<file path="src/rtl/coh_pkg.sv">
package coh_pkg;
    typedef enum logic [1:0] {
        ST_INV = 2'd0,
        ST_SHD = 2'd1,
        ST_EXC = 2'd2,
        ST_MOD = 2'd3
    } line_state_e;

    typedef enum logic [1:0] {
        BUS_NONE   = 2'd0,
        BUS_RDMISS = 2'd1,
        BUS_WRMISS = 2'd2,
        BUS_INVAL  = 2'd3
    } bus_op_e;
endpackage

</file>
<file path="src/rtl/coh_req_fsm.sv">
// Next state and bus transaction for the cache that issues the request.
module coh_req_fsm
    import coh_pkg::*;
(
    input  line_state_e cur,
    input  logic        is_write,
    input  logic        mesi_en,
    input  logic        others_valid,
    output line_state_e nxt,
    output bus_op_e     bus
);
    always_comb begin
        nxt = cur;
        bus = BUS_NONE;
        unique case (cur)
            ST_INV: begin
                if (is_write) begin
                    nxt = ST_MOD;
                    bus = BUS_WRMISS;
                end else begin
                    bus = BUS_RDMISS;
                    nxt = (mesi_en && !others_valid) ? ST_EXC : ST_SHD;
                end
            end
            ST_SHD: begin
                if (is_write) begin
                    nxt = ST_MOD;
                    bus = BUS_INVAL;
                end
            end
            ST_EXC: begin
                if (is_write) nxt = ST_MOD;
            end
            ST_MOD: begin
                nxt = ST_MOD;
            end
        endcase
    end
endmodule

</file>
<file path="src/rtl/coh_snoop_fsm.sv">
// Reaction of a non-requesting cache to the transaction seen on the bus.
module coh_snoop_fsm
    import coh_pkg::*;
(
    input  line_state_e cur,
    input  bus_op_e     bus,
    output line_state_e nxt,
    output logic        flush
);
    logic kill;
    assign kill = (bus == BUS_WRMISS) || (bus == BUS_INVAL);

    always_comb begin
        nxt   = cur;
        flush = 1'b0;
        unique case (cur)
            ST_INV: nxt = ST_INV;
            ST_SHD: begin
                if (kill) nxt = ST_INV;
            end
            ST_EXC: begin
                if (kill) nxt = ST_INV;
                else if (bus == BUS_RDMISS) nxt = ST_SHD;
            end
            ST_MOD: begin
                if (kill) begin
                    nxt   = ST_INV;
                    flush = 1'b1;
                end else if (bus == BUS_RDMISS) begin
                    nxt   = ST_SHD;
                    flush = 1'b1;
                end
            end
        endcase
    end
endmodule

</file>
<file path="src/rtl/snoop_coh_tracker.sv">
module snoop_coh_tracker
    import coh_pkg::*;
#(
    parameter int NUM_CACHES = 3,
    parameter int IDX_W      = 2
) (
    input  logic                    clk,
    input  logic                    rst_n,
    input  logic                    mesi_en,
    input  logic                    req_valid,
    input  logic [IDX_W-1:0]        req_cache,
    input  logic                    req_write,
    output logic [1:0]              bus_op,
    output logic                    wb_valid,
    output logic [IDX_W-1:0]        wb_src,
    output logic [2*NUM_CACHES-1:0] line_state,
    output logic                    illegal
);
    localparam int ST_W = 2;

    line_state_e st_q [NUM_CACHES];
    line_state_e st_d [NUM_CACHES];
    line_state_e snp_nxt [NUM_CACHES];
    logic [NUM_CACHES-1:0] snp_flush;

    logic             req_ok;
    logic [IDX_W-1:0] req_sel;
    logic             others_valid;
    line_state_e      req_nxt;
    bus_op_e          req_bus;
    bus_op_e          bus_seen;
    logic             wb_d;
    logic [IDX_W-1:0] wb_src_d;
    logic             illegal_d;

    assign req_ok   = req_valid && (int'(req_cache) < NUM_CACHES);
    assign req_sel  = req_ok ? req_cache : '0;
    assign bus_seen = req_ok ? req_bus : BUS_NONE;

    always_comb begin
        others_valid = 1'b0;
        for (int j = 0; j < NUM_CACHES; j++) begin
            if (IDX_W'(j) != req_sel && st_q[j] != ST_INV) others_valid = 1'b1;
        end
    end

    coh_req_fsm u_req (
        .cur          (st_q[req_sel]),
        .is_write     (req_write),
        .mesi_en      (mesi_en),
        .others_valid (others_valid),
        .nxt          (req_nxt),
        .bus          (req_bus)
    );

    for (genvar i = 0; i < NUM_CACHES; i++) begin : g_cache
        coh_snoop_fsm u_snp (
            .cur   (st_q[i]),
            .bus   (bus_seen),
            .nxt   (snp_nxt[i]),
            .flush (snp_flush[i])
        );
        assign line_state[ST_W*i +: ST_W] = st_q[i];
    end

    always_comb begin
        wb_d     = 1'b0;
        wb_src_d = '0;
        for (int i = 0; i < NUM_CACHES; i++) begin
            if (!req_ok)                      st_d[i] = st_q[i];
            else if (IDX_W'(i) == req_sel)    st_d[i] = req_nxt;
            else                              st_d[i] = snp_nxt[i];
            if (req_ok && IDX_W'(i) != req_sel && snp_flush[i]) begin
                wb_d     = 1'b1;
                wb_src_d = IDX_W'(i);
            end
        end
    end

    always_comb begin
        illegal_d = 1'b0;
        for (int i = 0; i < NUM_CACHES; i++) begin
            for (int j = 0; j < NUM_CACHES; j++) begin
                if (i != j && (st_d[i] == ST_MOD || st_d[i] == ST_EXC) && st_d[j] != ST_INV)
                    illegal_d = 1'b1;
            end
        end
    end

    // State register
    always_ff @(posedge clk) begin
        for (int i = 0; i < NUM_CACHES; i++) begin
            if (!rst_n) st_q[i] <= ST_INV;
            else        st_q[i] <= st_d[i];
        end
    end

    // Output register
    always_ff @(posedge clk) begin
        if (!rst_n) begin
            bus_op   <= BUS_NONE;
            wb_valid <= 1'b0;
            wb_src   <= '0;
            illegal  <= 1'b0;
        end else begin
            bus_op   <= bus_seen;
            wb_valid <= wb_d;
            wb_src   <= wb_src_d;
            illegal  <= illegal_d;
        end
    end
endmodule

</file>
<file path="config.mk">
export PLATFORM = sky130hd
export DESIGN_NAME = snoop_coh_tracker
export DESIGN_NICKNAME = d
export VERILOG_FILES = /design/src/rtl/coh_pkg.sv /design/src/rtl/coh_req_fsm.sv /design/src/rtl/coh_snoop_fsm.sv /design/src/rtl/snoop_coh_tracker.sv
export SDC_FILE = /design/constraint.sdc
export NUM_CORES = 1
export LEC_CHECK = 0
export CORE_MARGIN = 2
export CORE_UTILIZATION = 45
export DETAILED_ROUTE_END_ITERATION = 10
export MAX_ROUTING_LAYER = met4
export PLACE_DENSITY = 0.76
export SLEW_MARGIN = 5
export SYNTH_ARGS = -nofsm -noshare
export SYNTH_HDL_FRONTEND = slang
export SYNTH_SLANG_ARGS = --single-unit
</file>
<file path="constraint.sdc">
create_clock -name clk -period 2.75 [get_ports clk]
set_input_delay 0.55 -clock clk [delete_from_list [all_inputs] [get_ports clk]]
set_output_delay 0.55 -clock clk [all_outputs]
set_load 0.01 [all_outputs]
</file>
==> summary.md <==
| Metric | Value |
|---|---|
| Chip height | `50.5 microns` |
| Initial antenna violation count | `0` |
| Post-synth EDFFs | `0` |
| First-pass GRT wire length | `4.73 mm` |
| Hold depth | `2` |
| Synthesized Nets | `132` |
| Post-synthesis adder-cell area fraction | `5.14%` |
| Register area share after synthesis | `24.7%` |
| R2R depth | `10` |
| Core area | `0.00200 sq mm` |
| IO Port Bufs | `18` |
| Worst Tran Pin Value | `0.314 ns` |
| Num CTS Buffers | `3` |
| FMAX | `383 MHz` |
| Synth Instances | `121` |
| Post-synthesis simple-gate area fraction | `22.0%` |
| CTS tree | `done` |
| Synth top cells by count | `dfxtp_1 (12), nor2_1 (11), a31oi_1 (9), inv_1 (9), nand3_1 (6)` |
| Hold buffer count at cts | `0` |
| H-tree depth | `1` |
| Total negative slack | `0 ns` |
| Final hold violations | `0` |
| Ys flop type | `dfxtp_1` |
| # clock sinks | `12` |
| Gpl congestion | `0.973` |
| Max-cap check violation count | `0` |
| Minimum clock period | `2.61 ns` |
| YS warnings | `0` |
| Area added between synthesis and finish | `44.7%` |
| Largest net degree at the start of global routing | `11` |
| Relative slew slack | `78.9%` |
| Initial cell density of the core | `48.6%` |
| Share of layout cells above drive strength 1 | `30.9%` |
| DRC Markers | `0` |
| Final setup margin | `0.142 ns` |
| GR met2 Demand/Resource | `42.3%` |
| Die footprint | `0.00255 sq mm` |
| CP max stage cell | `clkdlybuf4s50_1` |
| Synth Area per Inst | `8.04 sq um` |
| # fillers | `170` |
| Clock-pin slew on the worst setup and hold paths | `0.08 ns` |
| Power per Cell Area | `409 mW/mm^2` |
| Final Skew | `0.00745 ns` |
| # diodes | `0` |
| Maximum fanout along the worst path | `8` |
| CP Launch Type | `input pin` |
| Post-synth ARST share | `0%` |
| CTS max path bufs | `2` |
| HPWL after detailed placement | `2.31 mm` |
| Routing usage on met1 | `30.0%` |
| Met3 Use GR | `5.95%` |
| Crit. End Element | `register` |
| Final Cycle Share | `94.8%` |
| Setup violators final | `0` |
| Hold Crit Endpoint | `wb_src[1]` |
| Hold_sp | `st_q[2][0]` |
| Number of register bits inferred by synthesis | `12` |
| Max Slew Vio Count | `0` |
| Setup CP Type | `in2reg` |
| Vias post-DR | `1123` |
| Nets | `177` |
| TritonRoute pass-1 iters | `4` |
| Unrepaired setup endpoints after global routing | `false` |
| Critical path's most frequent cell | `nand2_1` |
| Die width | `50.5 microns` |
| Share of the synthesized area in the top cell type | `24.7%` |
| Largest family of logic cells by synthesized area | `compound AO/OA/AOI/OAI gates` |
| Pre-CTS setup slack | `-0.513 ns` |
| Top cells by area, synth | `dfxtp_1 (25%), a31oi_1 (5.8%), ha_1 (5.1%), nor2_1 (4.2%), inv_1 (3.5%)` |
| Worst r2r src | `st_q[0][1]` |
| Clock Latency Late Sink | `0.28 ns` |
| Iter 0 DRT Violations | `37` |
| Vias in the first global route | `1063` |
| Required @ worst endpoint | `2.91 ns` |
| # IOs | `19` |
| Routed Antenna Nets | `0` |
| CTS root buf | `clkbuf_4` |
| Multiplexer area fraction after synthesis | `0%` |
| Total congestion overflow | `0` |
| R2R Setup Slk | `0.30 ns` |
| Largest stage delay, worst path | `0.48 ns` |
| Vias per std cell | `5.85` |
| Most Crowded Layer GR | `met2` |
| Gr usage total | `25.2%` |
| Compound-cell area share of the yosys netlist | `38.0%` |
| Wire per inst | `15.2 microns` |
| HP Class | `reg2reg` |
| Worst r2r dst | `illegal` |
| Row count | `16` |
| Detailed Route WL | `2.91 mm` |
| Synth Area in XOR/XNOR | `0.900%` |
| Distinct cells, synth | `47` |
| Largest area contributor in the netlist | `dfxtp_1` |
| Status | `finished clean` |
| Most frequent cell after synthesis | `dfxtp_1` |
| Max VDD drop | `0.357 mV` |
| Lkg Pwr | `0.000605 uW` |
| Crit path DAT | `2.77 ns` |
| Cell Chain, Critical Path | `clkdlybuf4s50_1 -> buf_6 -> o21ai_1 -> o221ai_2 -> inv_2 -> ha_1 -> or3b_4 -> nand2_1 -> o32a_1 -> nand2_1 -> o22ai_1 -> a32oi_1` |
| Mapped Area | `973 sq um` |
==> worst max-delay path by stage <==
stage	from	to	slack (ns)	depth (start not counted)
5_1_grt	req_cache[0]	illegal	0.01	12
4_1_cts	req_cache[1]	illegal	0.09	11
6_report	req_cache[0]	illegal	0.14	12
3_3_place_gp	req_cache[1]	illegal	-0.43	11
2_1_floorplan	req_valid	illegal	0.01	12
3_5_place_dp	req_cache[1]	illegal	-0.51	11
==> power breakdown <==
| part | switching (uW) | internal [uW] | leakage (uW) |
|---|---|---|---|
| Sequential | 11.4 | 182 | 0.0000974 |
| Combinational | 121 | 123 | 0.000487 |
| Clock | 58.9 | 80.6 | 0.0000210 |
| Total | 191 | 386 | 0.000605 |
==> per-stage QoR <==
stage | area (sq um) | std cells | hold slack, ns | power (uW) | util [%]
2_1_floorplan | 997 | 121 | 0.536 | 338 | -
3_3_place_gp | 1370 | 188 | 0.569 | 430 | 68.4
3_5_place_dp | 1370 | 188 | 0.552 | 434 | 68.4
4_1_cts | 1400 | 192 | 0.572 | 571 | 70.1
5_1_grt | 1410 | 192 | 0.651 | 608 | 70.4
6_report | 1410 | 192 | 0.589 | 576 | 70.4
==> worst max-delay path: cells and delay by family <==
| kind | cells | cell delay, ns |
|---|---|---|
| buffers and inverters | 3 | 0.69 |
| AO/OA/AOI/OAI | 5 | 0.67 |
| AND/OR/NAND/NOR | 3 | 0.57 |
| adder cells (fa/ha/maj) | 1 | 0.29 |
==> kinds of logic after synthesis <==
kind of cell               count (synthesis)
xor gates and xnor gates                   1
DFF                                       12
buffers and inverters                     17
adders and majority gates                  4
and+or+nand+nor                           40
AOI/OAI and AO/OA                         47
==> area by class of cell <==
type	count	area, sq um	share of cell area, %
inverter	9	33.8	2.40
tap	27	33.8	2.40
sequential	12	240	17.1
timing repair buffer	48	399	28.3
multi-input combinational	92	666	47.2
clock buffer	4	36.3	2.58
==> per-layer routing <==
metal / up-vias / part of all wire, %
li1: 545 / -
met1: 528 / 43
met2: 47 / 50
met3: 3 / 6.4
met4: 0 / 0.72
met5: - / 0
==> state kept, by name, indices dropped and copies added (netlist names) <==
register and count:
st_q 6, bus_op 2, wb_src 2, illegal 1
wb_valid 1
==> cell usage in the layout (no fill, tap or decap), drive strengths merged, types with 2 or more instances in the layout <==
master,instances
a21o,2
dfxtp,12
a21oi,5
ha,4
nor2,11
nor3b,4
nand3b,2
buf,30
o21a,2
nand4,2
a31oi,10
clkdlybuf4s50,16
nor3,2
inv,9
nand3,6
o21ai,7
nand2,5
a21boi,3
o221ai,3
nor2b,5
a32oi,2
clkbuf,6
==> what timing repair did <==
action	4_1_cts	5_1_grt
resized for setup	3	10
endpoints found under the setup margin	5	2
gates cloned	0	0
buffers inserted	0	0
Note: power is estimated with default switching activity, not from simulation.
